File: src/rtl/bkp_pkg.sv
package bkp_pkg;

    typedef enum logic [2:0] {
        S_IDLE,
        S_REQ,
        S_SETTLE,
        S_ADDR,
        S_DATA,
        S_DROP_DS,
        S_DROP_AS,
        S_WAIT_AS
    } bkp_state_e;

endpackage

File: src/rtl/bkp_sync2.sv
module bkp_sync2 #(
    parameter int W = 1
) (
    input  logic         clk,
    input  logic         rst_n,
    input  logic [W-1:0] d_async,
    output logic [W-1:0] q_sync
);
    logic [W-1:0] stage1;
    logic [W-1:0] stage2;

    // Reset to all ones: every synchronized line is active low.
    always_ff @(posedge clk or negedge rst_n) begin
        if (!rst_n) begin
            stage1 <= '1;
            stage2 <= '1;
        end else begin
            stage1 <= d_async;
            stage2 <= stage1;
        end
    end

    assign q_sync = stage2;

endmodule

File: src/rtl/bkp_timeout.sv
module bkp_timeout #(
    parameter int TIMEOUT_CYC = 128
) (
    input  logic clk,
    input  logic rst_n,
    input  logic drv_active,
    output logic expired
);
    localparam int CW = $clog2(TIMEOUT_CYC + 1);
    localparam logic [CW-1:0] LAST = CW'(TIMEOUT_CYC - 1);
    localparam logic [CW-1:0] SAT  = CW'(TIMEOUT_CYC);

    logic [CW-1:0] cnt;

    always_ff @(posedge clk or negedge rst_n) begin
        if (!rst_n) begin
            cnt <= '0;
        end else if (!drv_active) begin
            cnt <= '0;
        end else if (cnt != SAT) begin
            cnt <= cnt + 1'b1;
        end
    end

    assign expired = drv_active && (cnt == LAST);

    // the count always starts from zero when the drivers come on.
    assert_cnt_fresh_R6: assert property (@(posedge clk) disable iff (!rst_n)
        $rose(drv_active) |-> (cnt == '0));

endmodule

File: src/rtl/bkp_seq.sv
module bkp_seq
    import bkp_pkg::*;
#(
    parameter int SETTLE_CYC = 2
) (
    input  logic clk,
    input  logic rst_n,
    input  logic cpu_as_n,
    input  logic cpu_ds_n,
    input  logic cpu_a21,
    input  logic perm_master,
    input  logic ack_s_n,
    input  logic err_s_n,
    input  logic grant_s_n,
    input  logic tmo_expired,
    output logic drv_active,
    output logic drv_en_n,
    output logic adrstb_n,
    output logic datstb_n,
    output logic busrq_n,
    output logic dtack_n,
    output logic berr_n
);
    localparam int SW = (SETTLE_CYC > 1) ? $clog2(SETTLE_CYC) : 1;
    localparam logic [SW-1:0] SETTLE_LAST = SW'(SETTLE_CYC - 1);

    bkp_state_e state;
    bkp_state_e nxt;
    logic [SW-1:0] settle_cnt;
    logic err_flag;
    logic claim;
    logic reply;

    assign claim = !cpu_as_n && !cpu_ds_n && cpu_a21;
    assign reply = !ack_s_n || !err_s_n || tmo_expired;

    // Next-state logic
    always_comb begin
        nxt = state;
        unique case (state)
            S_IDLE:    if (claim) nxt = perm_master ? S_SETTLE : S_REQ;
            S_REQ:     if (!grant_s_n) nxt = S_SETTLE;
            S_SETTLE:  if (settle_cnt == SETTLE_LAST) nxt = S_ADDR;
            S_ADDR:    nxt = S_DATA;
            S_DATA:    if (reply) nxt = S_DROP_DS;
            S_DROP_DS: nxt = S_DROP_AS;
            S_DROP_AS: nxt = S_WAIT_AS;
            S_WAIT_AS: if (cpu_as_n) nxt = S_IDLE;
            default:   nxt = S_IDLE;
        endcase
    end

    // State register, settle counter and error flag
    always_ff @(posedge clk or negedge rst_n) begin
        if (!rst_n) begin
            state      <= S_IDLE;
            settle_cnt <= '0;
            err_flag   <= 1'b0;
        end else begin
            state <= nxt;
            if (state == S_SETTLE) settle_cnt <= settle_cnt + 1'b1;
            else                   settle_cnt <= '0;
            // An error or a timeout wins over an acknowledge.
            if (state == S_DATA && reply)
                err_flag <= !err_s_n || tmo_expired;
        end
    end

    // Output decode
    always_comb begin
        drv_en_n = 1'b1;
        adrstb_n = 1'b1;
        datstb_n = 1'b1;
        busrq_n  = 1'b1;
        dtack_n  = 1'b1;
        berr_n   = 1'b1;
        unique case (state)
            S_IDLE: ;
            S_REQ:  busrq_n = perm_master;
            S_SETTLE: begin
                busrq_n  = perm_master;
                drv_en_n = 1'b0;
            end
            S_ADDR: begin
                busrq_n  = perm_master;
                drv_en_n = 1'b0;
                adrstb_n = 1'b0;
            end
            S_DATA: begin
                busrq_n  = perm_master;
                drv_en_n = 1'b0;
                adrstb_n = 1'b0;
                datstb_n = 1'b0;
            end
            S_DROP_DS: begin
                busrq_n  = perm_master;
                drv_en_n = 1'b0;
                adrstb_n = 1'b0;
                dtack_n  = err_flag;
                berr_n   = !err_flag;
            end
            S_DROP_AS: begin
                busrq_n  = perm_master;
                drv_en_n = 1'b0;
                dtack_n  = err_flag;
                berr_n   = !err_flag;
            end
            S_WAIT_AS: begin
                dtack_n = err_flag;
                berr_n  = !err_flag;
            end
            default: ;
        endcase
    end

    assign drv_active = !drv_en_n;

    // the data strobe is only ever active under the address strobe,
    // and the address strobe only with the drivers enabled.
    assert_ds_under_as_R2: assert property (@(posedge clk) disable iff (!rst_n)
        !datstb_n |-> !adrstb_n);
    assert_as_under_en_R2: assert property (@(posedge clk) disable iff (!rst_n)
        !adrstb_n |-> !drv_en_n);
    // release order data strobe, address strobe, drivers.
    assert_as_follows_ds_R3: assert property (@(posedge clk) disable iff (!rst_n)
        $rose(datstb_n) |=> $rose(adrstb_n));
    assert_en_follows_as_R3: assert property (@(posedge clk) disable iff (!rst_n)
        $rose(adrstb_n) |=> $rose(drv_en_n));
    // never both terminations.
    assert_term_excl_R4: assert property (@(posedge clk) disable iff (!rst_n)
        !(!dtack_n && !berr_n));
    // an expiry during the data phase ends the cycle.
    assert_tmo_ends_R6: assert property (@(posedge clk) disable iff (!rst_n)
        (state == S_DATA && tmo_expired) |=> (state == S_DROP_DS));
    // the termination holds while the address strobe is low.
    assert_dtack_hold_R9: assert property (@(posedge clk) disable iff (!rst_n)
        (!dtack_n && !cpu_as_n) |=> !dtack_n);
    assert_berr_hold_R9: assert property (@(posedge clk) disable iff (!rst_n)
        (!berr_n && !cpu_as_n) |=> !berr_n);

endmodule

File: src/rtl/bkp_master_ctl.sv
module bkp_master_ctl #(
    parameter int SETTLE_CYC  = 2,
    parameter int TIMEOUT_CYC = 128
) (
    input  logic clk,
    input  logic rst_n,
    input  logic cpu_as_n,
    input  logic cpu_ds_n,
    input  logic cpu_a21,
    input  logic cpu_a20,
    input  logic bp_datack_n,
    input  logic bp_trferr_n,
    input  logic bp_grant_n,
    input  logic perm_master,
    output logic bp_drv_en_n,
    output logic bp_adrstb_n,
    output logic bp_datstb_n,
    output logic bp_cm,
    output logic bp_busrq_n,
    output logic cpu_dtack_n,
    output logic cpu_berr_n
);
    localparam int NSYNC = 3;

    logic [NSYNC-1:0] async_in;
    logic [NSYNC-1:0] sync_out;
    logic drv_active;
    logic tmo_expired;

    assign async_in = {bp_grant_n, bp_trferr_n, bp_datack_n};

    bkp_sync2 #(.W(NSYNC)) u_sync (
        .clk     (clk),
        .rst_n   (rst_n),
        .d_async (async_in),
        .q_sync  (sync_out)
    );

    bkp_timeout #(.TIMEOUT_CYC(TIMEOUT_CYC)) u_tmo (
        .clk        (clk),
        .rst_n      (rst_n),
        .drv_active (drv_active),
        .expired    (tmo_expired)
    );

    bkp_seq #(.SETTLE_CYC(SETTLE_CYC)) u_seq (
        .clk         (clk),
        .rst_n       (rst_n),
        .cpu_as_n    (cpu_as_n),
        .cpu_ds_n    (cpu_ds_n),
        .cpu_a21     (cpu_a21),
        .perm_master (perm_master),
        .ack_s_n     (sync_out[0]),
        .err_s_n     (sync_out[1]),
        .grant_s_n   (sync_out[2]),
        .tmo_expired (tmo_expired),
        .drv_active  (drv_active),
        .drv_en_n    (bp_drv_en_n),
        .adrstb_n    (bp_adrstb_n),
        .datstb_n    (bp_datstb_n),
        .busrq_n     (bp_busrq_n),
        .dtack_n     (cpu_dtack_n),
        .berr_n      (cpu_berr_n)
    );

    // the command bit comes straight from address bit 20.
    assign bp_cm = cpu_a20;

endmodule

File: config.mk
export PLATFORM = sky130hd
export DESIGN_NAME = bkp_master_ctl
export DESIGN_NICKNAME = d
export VERILOG_FILES = /design/src/rtl/bkp_pkg.sv /design/src/rtl/bkp_sync2.sv /design/src/rtl/bkp_timeout.sv /design/src/rtl/bkp_seq.sv /design/src/rtl/bkp_master_ctl.sv
export SDC_FILE = /design/constraint.sdc
export NUM_CORES = 1
export LEC_CHECK = 0
export ABC_AREA = 0
export CAP_MARGIN = 40
export CORE_ASPECT_RATIO = 0.9
export CORE_MARGIN = 4
export CORE_UTILIZATION = 45
export DETAILED_ROUTE_END_ITERATION = 6
export PLACE_DENSITY = 0.75
export SLEW_MARGIN = 25
export SYNTH_ARGS = -nofsm -noshare
export SYNTH_HDL_FRONTEND = slang
export SYNTH_SLANG_ARGS = --single-unit
File: constraint.sdc
create_clock -name clk -period 1.59 [get_ports clk]
set_input_delay 0.159 -clock clk [delete_from_list [all_inputs] [get_ports clk]]
set_output_delay 0.159 -clock clk [all_outputs]
set_load 0.005 [all_outputs]
==> results.toml, run 1 <==
[timing]
skew_ns = 0.01068
setup_viol = 0
fin_crit_ns = 1.551
tightestPinTransition_ns = 0.3204
tns_ns = 0
fin_crit_sh_pct = 97.57
hold_viol = 0
relSlewSlack_pct = 78.60
maxSlewViolCount = 0
fmaxAchievable_ghz = 0.6446
rsz0062_at_grt = "true"

[synth]
synth-edff-count = 0
yosys_most_used_dff = "dfrtp_1"
async_flop_share_pct = 100.0
synth.yosys.seq_area_share_pct = 48.98
synth_cell_type_count = 37
synth_area_per_cell_sq_um = 10.95
yosysWarnings = 0
syn_area_sq_um = 985.9
syn_nets = 102
synthCells = 90
ys_ff_latch = 19

[place]
place_inst = 139
dp_hpwl_um = 1398
gp_congestion = 0.8360
port_buffers = 14

[cells_and_area]
areaGrowthSynthToFinish_pct = 38.83
layout-drive-gt1-share_pct = 40.63
nNetsFinal = 141
layout_commonest_cell = "buf_4"
layout_common_cells = "buf_4 (17), nor2_1 (10), dfrtp_1 (10)"
diodes = 0
fin_util_pct = 68.81
stdcell_count = 153

[detailed_routing]
wl_per_cell_um = 12.63
drtIter0Drc = 7
vias = 787
drt-total-wl_um = 1933
drtAntennaViolNets = 0
drc = 0
dr.pass1.iters = 4
vias_per_cell = 5.144

[grt]
grt_pass1_wl_um = 3456
grt_usage_pct = 15.19
use_met3_pct = 5.172
top_usage_layer = "met2"
antenna_found_initial = 0
grtUsageMet2_pct = 24.44
grt.overflow.total = 0
grt_pass1_vias = 782
grt_max_degree = 13
grtUsageMet1_pct = 20.03

[pwr]
power_density_mw_per_mm2 = 1739
finalPower_uw = 2380
p_leak_uw = 0.0005847
ir_drop_mv = 1.052

[setup_path]
cp-start-kind = "flip-flop"
worstPathCellList = "buf_6 -> nor3_4 -> buf_4 -> buf_4 -> buf_4 -> a21oi_2 -> o311ai_2 -> o31ai_2"
critPathRequiredTime_ns = 1.80
r2r_slack_ns = 0.04
criticalPathCategory = "flip-flop to flip-flop"
crit_path_frequent_cell = "buf_4"
endpoint_kind = "flip-flop"
cp_slowest_cell = "dfrtp_2"
path_buf_inv = 4
max_stage_delay_ns = 0.41
cp.arrival_ns = 1.76
crit_family = "buffers and inverters"
crit_path_max_fanout = 6

[clock_tree]
clk_path_buf_depth = 2
tritoncts = "done"
clockRootBuffer = "clkbuf_4"
clk_latency_ns = 0.29
cts_made_buffers = 3
htree_levels = 1
clk_pin_slew_ns = 0.10
cts.sinks = 19

[outcome]
outcome = "completed"

[floorplan]
std_cell_rows = 15
die_area_sq_mm = 0.003005
start_util_pct = 49.56
die_w_um = 57.34
fp.dieH_um = 52.41
coreArea_sq_mm = 0.001989
io_pins = 17

[flow_run]
drv_cap = 0

[worst_hold_path]
hold_class = "input pin to asynchronous set/reset pin"
## power breakdown
| part | switching (uW) | internal (uW) | leakage [uW] | total (uW) |
|---|---|---|---|---|
| clock | 133 | 97.5 | 0.0000150 | 231 |
| sequential | 111 | 615 | 0.000227 | 726 |
| combinational | 638 | 785 | 0.000343 | 1420 |
| total | 882 | 1500 | 0.000585 | 2380 |
## final cells by class
type,instances,area [sq um]
Fill cell,148,620.6
Sequential cell,19,486.7
Multi-Input combinational cell,63,475.5
Timing Repair Buffer,38,334.1
Tap cell,25,31.28
Clock buffer,4,26.28
Inverter,4,15.01
## sequential cells by signal (all words and copies together) (netlist names)
signal and cells:
u_tmo.cnt 8, u_seq.state 3, u_sync.q_sync 3, u_sync.stage1 3
u_seq.err_flag 1, u_seq.settle_cnt 1
## repair_timing
item,in CTS,in global routing
resized for setup,13,14
endpoints found under the setup margin,6,5
setup buffers,9,1
endpoints found under the hold margin,0,0
pin swaps,1,4
gates cloned,0,0
hold buffers,0,0
## layer usage
layer / vias to the layer above / wire length [um]
met5: - / 0
met4: 0 / 21
met3: 2 / 93
met2: 15 / 922
met1: 383 / 895
li1: 387 / -
## logic make-up after synthesis
logic type	synth area share, %
xor+xnor	4.442
flops	48.98
buf+inv	5.710
mux	1.015
compound gates	13.58
fa+ha+maj	2.538
simple gates	23.73
## Yosys cell counts (2+ instances only)
library cell,instances,area (sq um)
dfrtp_1,13,325.3
nor2_1,11,41.29
dfstp_2,6,157.7
a21oi_1,5,25.02
nand2_1,5,18.77
nor3_1,5,25.02
inv_1,4,15.01
buf_6,3,33.78
nand3_1,3,15.01
xnor2_1,3,26.28
ha_1,2,25.02
nand4_1,2,12.51
o21ai_0,2,10.01
or3b_1,2,17.52
xor2_1,2,17.52
## worst reg2reg max path, delay by kind of cell (launching register included)
kind / cells / cell delay [ns]
compound gates: 3 / 0.50
buf+inv: 4 / 0.52
flops: 1 / 0.41
simple gates: 1 / 0.05
## path summary, 6_finish.rpt
path | from | endpoint | cells after the start
worst min register to register | u_sync.stage1[1]$_DFF_PN1_ | u_sync.q_sync[1]$_DFF_PN1_ | 0
worst min-delay path | rst_n | u_seq.err_flag$_DFFE_PN0P_ | 1
worst max-delay path | u_seq.state[1]$_DFFE_PN0P_ | u_seq.state[0]$_DFFE_PN0P_ | 8
worst max register to register | u_seq.state[1]$_DFFE_PN0P_ | u_seq.state[0]$_DFFE_PN0P_ | 8
max in group asynchronous | rst_n | u_seq.state[2]$_DFFE_PN0P_ | 2
min in group clk | bp_trferr_n | u_sync.stage1[1]$_DFF_PN1_ | 1
## through the flow
| step | area (sq um) | hold slack, ns | worst slack, ns |
|---|---|---|---|
| floorplan | 985.9 | -0.1366 | 0.1942 |
| global placement | 1221 | 0.3181 | 0.01720 |
| detailed placement | 1221 | 0.3181 | -0.02032 |
| CTS | 1330 | 0.1185 | -0.04739 |
| global route | 1369 | 0.1189 | -0.02277 |
| finish | 1369 | 0.1166 | 0.03869 |
Note: power is estimated with default switching activity, not from simulation.
==> run 2: changes to the inputs <==
--- a/config.mk
+++ b/config.mk
@@ -9,9 +9,9 @@
 export CAP_MARGIN = 40
 export CORE_ASPECT_RATIO = 0.9
 export CORE_MARGIN = 4
-export CORE_UTILIZATION = 45
+export CORE_UTILIZATION = 30
 export DETAILED_ROUTE_END_ITERATION = 6
-export PLACE_DENSITY = 0.75
+export PLACE_DENSITY = 0.55
 export SLEW_MARGIN = 25
 export SYNTH_ARGS = -nofsm -noshare
 export SYNTH_HDL_FRONTEND = slang
==> run 2 against run 1 <==
Sequential power about the same; fmax up 1.9%; sequential share of layout area down 1.0 points; final cell count up 12%; clock-buffer cell count down 1; wire length up 8.5%; setup slack better by 0.029 ns; flip-flop and latch count unchanged; combinational power about the same; via count up 2.0%; largest power group unchanged.
==> results.toml, run 2 (synthesis gave the netlist of run 1 again) <==
[floorplan]
start_util_pct = 31.66
io_pins = 17
die_w_um = 68.43
die_area_sq_mm = 0.004269
coreArea_sq_mm = 0.003114
std_cell_rows = 19
fp.dieH_um = 62.39

[detailed_routing]
vias_per_cell = 4.669
drtIter0Drc = 32
vias = 803
drt-total-wl_um = 2098
drc = 0
dr.pass1.iters = 4
wl_per_cell_um = 12.20
drtAntennaViolNets = 0

[place]
placed_cell_area_sq_mm = 0.001250
dp_hpwl_um = 1429
gp_congestion = 0.7788
place_inst = 157
port_buffers = 14

[grt]
grt_pass1_vias = 797
grt.overflow.total = 0
antenna_found_initial = 0
grt_usage_pct = 11.11
grt_pass1_wl_um = 3643
grt_max_degree = 20

[cells_and_area]
diodes = 0
layout_commonest_cell = "buf_4"
layout_common_cells = "buf_4 (24), nor2_1 (10), dfrtp_1 (10)"
layout-drive-gt1-share_pct = 44.62
fin_util_pct = 45.28
design_area_sq_mm = 0.001410
areaGrowthSynthToFinish_pct = 43.02
fill_cells = 302
stdcell_count = 172
largest_register_ffs = 8
top_register = "u_tmo.cnt"
nNetsFinal = 143

[pwr]
power_density_mw_per_mm2 = 1757
ir_drop_mv = 0.6686
p_leak_uw = 0.0005975
finalPower_uw = 2477

[clock_tree]
clk_path_buf_depth = 2
clockRootBuffer = "clkbuf_8"
clk_pin_slew_ns = 0.07
htree_levels = 1
clk_latency_ns = 0.25
cts.sinks = 19
cts_hold_buf = 0
tritoncts = "done"
cts_made_buffers = 3

[timing]
relSlewSlack_pct = 80.06
hold_viol = 0
maxSlewViolCount = 0
skew_ns = 0.003139
fin_crit_ns = 1.523
fin_crit_sh_pct = 95.76
tightestPinTransition_ns = 0.2983
setup_viol = 0
tns_ns = 0
fmaxAchievable_ghz = 0.6568

[setup_path]
reg2reg_depth = 6
critPathRequiredTime_ns = 1.76
cp.arrival_ns = 1.69
crit_path_max_fanout = 4
criticalPathCategory = "flip-flop to flip-flop"
endpoint_kind = "flip-flop"
cp-start-kind = "flip-flop"

[flow_run]
drv_cap = 0

[worst_hold_path]
hold_class = "input pin to asynchronous set/reset pin"

[outcome]
outcome = "completed"
[run 2: critical path, cell delays in order (launching register included)]
cell	delay [ns]
dfrtp_2	0.43
buf_6	0.14
buf_4	0.13
and3b_2	0.22
o21ai_4	0.18
o311ai_4	0.13
a211oi_2	0.20
[run 2: routing by layer]
metal	track usage, %	vias to the layer above	share of wire (%)
met5	0	-	0
met4	2.730	0	1.2
met3	3.957	5	4.2
met2	16.57	17	49
met1	15.16	391	46
li1	-	390	-
[run 2: path summary, 6_finish.rpt]
kind	slack, ns	startpoint	to
worst max-delay path	0.07	u_seq.state[2]$_DFFE_PN0P_	u_seq.state[1]$_DFFE_PN0P_
worst min-delay path	0.23	rst_n	u_seq.state[2]$_DFFE_PN0P_
worst max register to register	0.07	u_seq.state[2]$_DFFE_PN0P_	u_seq.state[1]$_DFFE_PN0P_
worst min register to register	0.36	u_sync.stage1[0]$_DFF_PN1_	u_sync.q_sync[0]$_DFF_PN1_
max in group asynchronous	1.10	rst_n	u_sync.q_sync[1]$_DFF_PN1_
min in group clk	0.31	bp_grant_n	u_sync.stage1[2]$_DFF_PN1_
[run 2: final cells by class]
class	instances	area (sq um)	share of cell area [%]
tap	42	52.55	3.727
clock buffer	3	41.29	2.928
clock inverter	1	5.005	0.3549
sequential	19	486.7	34.52
timing repair buffer	40	324.1	22.98
inverter	4	15.01	1.065
multi-input combinational	63	485.5	34.43
[run 2: timing repair]
action | 4_1_cts | 5_1_grt
setup buffers | 9 | 2
endpoints found under the setup margin | 6 | 5
pin swaps | 1 | 3
gates resized for setup | 16 | 9
[run 2: power breakdown]
| group | switching [uW] | internal [uW] | leakage, uW |
|---|---|---|---|
| clock | 156 | 174 | 0.0000255 |
| combinational | 639 | 779 | 0.000345 |
| sequential | 112 | 616 | 0.000227 |
[run 2: stage by stage]
step	worst slack, ns	hold slack, ns
after floorplan	0.1942	-0.1366
after global placement	0.01302	0.3181
final	0.06742	0.2308
after global routing	-0.008962	0.2492
after CTS	-0.03044	0.2396
after detailed placement	-0.02181	0.3181
==> run 3: changes to the inputs <==
--- a/config.mk
+++ b/config.mk
@@ -9,9 +9,9 @@
 export CAP_MARGIN = 40
 export CORE_ASPECT_RATIO = 0.9
 export CORE_MARGIN = 4
-export CORE_UTILIZATION = 30
+export CORE_UTILIZATION = 51
 export DETAILED_ROUTE_END_ITERATION = 6
-export PLACE_DENSITY = 0.55
+export PLACE_DENSITY = 0.82
 export SLEW_MARGIN = 25
 export SYNTH_ARGS = -nofsm -noshare
 export SYNTH_HDL_FRONTEND = slang
==> run 3 against run 2 <==
Combinational power up 9%; global-route usage up 7.4 points; cell area down 1.4%; clock skew up 0.0067 ns; setup slack worse by 0.026 ns; final cell count down 11%; fmax down 1.7%; core utilization up 34 points; register-to-register slack worse by 0.03 ns; flip-flop and latch count unchanged; largest power group unchanged; critical path depth unchanged; total power up 2.2%.
==> results.toml, run 3 (synthesis gave the netlist of run 1 again) <==
[floorplan]
start_util_pct = 56.29
io_pins = 17
die_area_sq_mm = 0.002701
std_cell_rows = 14
die_w_um = 54.35
fp.dieH_um = 49.71
coreArea_sq_mm = 0.001752

[cells_and_area]
layout_commonest_cell = "buf_4"
fill_cells = 110
largest_register_ffs = 8
fin_util_pct = 79.36
layout_common_cells = "buf_4 (21), nor2_1 (11), dfrtp_1 (10)"
nNetsFinal = 142
top_register = "u_tmo.cnt"
layout-drive-gt1-share_pct = 44.19
design_area_sq_mm = 0.001390
areaGrowthSynthToFinish_pct = 40.99
diodes = 0

[place]
dp_hpwl_um = 1461
port_buffers = 14
gp_congestion = 0.8567
placed_cell_area_sq_mm = 0.001190
dpl_worst_slack_ns = -0.009890

[outcome]
outcome = "completed"

[clock_tree]
htree_levels = 1
clk_pin_slew_ns = 0.11
cts_hold_buf = 0
cts_made_buffers = 3
clk_path_buf_depth = 2
clk_latency_ns = 0.30
clockRootBuffer = "clkbuf_4"
tritoncts = "done"
cts.sinks = 19

[setup_path]
cp-start-kind = "flip-flop"
reg2reg_depth = 6
crit_path_max_fanout = 6
criticalPathCategory = "flip-flop to flip-flop"
endpoint_kind = "flip-flop"
cp.arrival_ns = 1.77
r2r_start = "u_seq.state[2]$_DFFE_PN0P_"
critPathRequiredTime_ns = 1.81
reg2reg_to = "u_seq.state[1]$_DFFE_PN0P_"
r2r_slack_ns = 0.04

[timing]
hold_viol = 0
skew_ns = 0.009825
fmaxAchievable_ghz = 0.6457
fin_crit_sh_pct = 97.40
fin_ws_ns = 0.04129
tightestPinTransition_ns = 0.4075
maxSlewViolCount = 0
fin_crit_ns = 1.549
tns_ns = 0
relSlewSlack_pct = 72.62
setup_viol = 0

[detailed_routing]
drt-total-wl_um = 2277
vias = 816
drtIter0Drc = 8
vias_per_cell = 5.333
drc = 0
drtAntennaViolNets = 0
wl_per_cell_um = 14.88
dr.pass1.iters = 4

[pwr]
power_density_mw_per_mm2 = 1822
p_leak_uw = 0.0006015
finalPower_uw = 2532
ir_drop_mv = 1.351

[grt]
grt_usage_pct = 18.47
grt.overflow.total = 0
grt_pass1_vias = 835
grt_pass1_wl_um = 3601
antenna_found_initial = 0
grt_max_degree = 20

[worst_hold_path]
hold_class = "input pin to asynchronous set/reset pin"

[flow_run]
drv_cap = 0
-- run 3: cell types whose count changed in the layout (fill, tap and decap cells not counted), moves of 2 or more --
cell	before	now
buf_4	24	21
dlygate4sd2_1	3	1
clkbuf_8	3	0
clkbuf_4	0	3
-- run 3: what timing repair did --
item,4_1_cts,5_1_grt
cloned,0,0
endpoints found under the setup margin,6,8
pin swaps,4,5
setup buffers,11,5
gates resized for setup,19,14
-- run 3: worst max-delay path by stage --
stage,to,cells past startpoint,startpoint
3_5_place_dp,bp_adrstb_n,4,u_seq.state[1]$_DFFE_PN0P_
4_1_cts,bp_adrstb_n,6,u_seq.state[1]$_DFFE_PN0P_
5_1_grt,u_seq.state[0]$_DFFE_PN0P_,6,u_seq.state[2]$_DFFE_PN0P_
6_report,u_seq.state[1]$_DFFE_PN0P_,6,u_seq.state[2]$_DFFE_PN0P_
3_3_place_gp,u_seq.state[0]$_DFFE_PN0P_,5,cpu_a21
2_1_floorplan,u_seq.state[0]$_DFFE_PN0P_,5,u_tmo.cnt[0]$_DFFE_PN0P_
-- run 3: cell type report --
type / count / area, sq um / area share (%)
Tap cell: 24 / 30.03 / 2.160
Multi-Input combinational cell: 63 / 501.7 / 36.09
Timing Repair Buffer: 39 / 330.3 / 23.76
Inverter: 4 / 15.01 / 1.080
Sequential cell: 19 / 486.7 / 35.01
Clock buffer: 4 / 26.28 / 1.890
-- run 3: report_power, final --
| group | internal (uW) | total (uW) | switching [uW] |
|---|---|---|---|
| Sequential | 615 | 743 | 128 |
| Clock | 97.6 | 241 | 143 |
| Combinational | 837 | 1550 | 712 |
-- run 3: through the flow --
stage          hold WS [ns]  std cells
4_1_cts              0.1802        149
6_report             0.1761        153
3_5_place_dp         0.3181        134
2_1_floorplan       -0.1366         90
5_1_grt              0.1914        153
3_3_place_gp         0.3181        134
-- run 3: critical path: stages (launching register included) --
cell	delay, ns
dfrtp_2	0.46
buf_6	0.14
buf_6	0.11
and3b_2	0.21
o21ai_4	0.22
o311ai_4	0.13
a211oi_2	0.19
-- run 3: metal layers --
layer	up-vias	global-route usage (%)	share of wire (%)
met5	-	0	0
met2	17	33.07	54
li1	390	-	-
met3	6	2.711	2.6
met1	403	21.04	42
met4	0	7.469	2.2
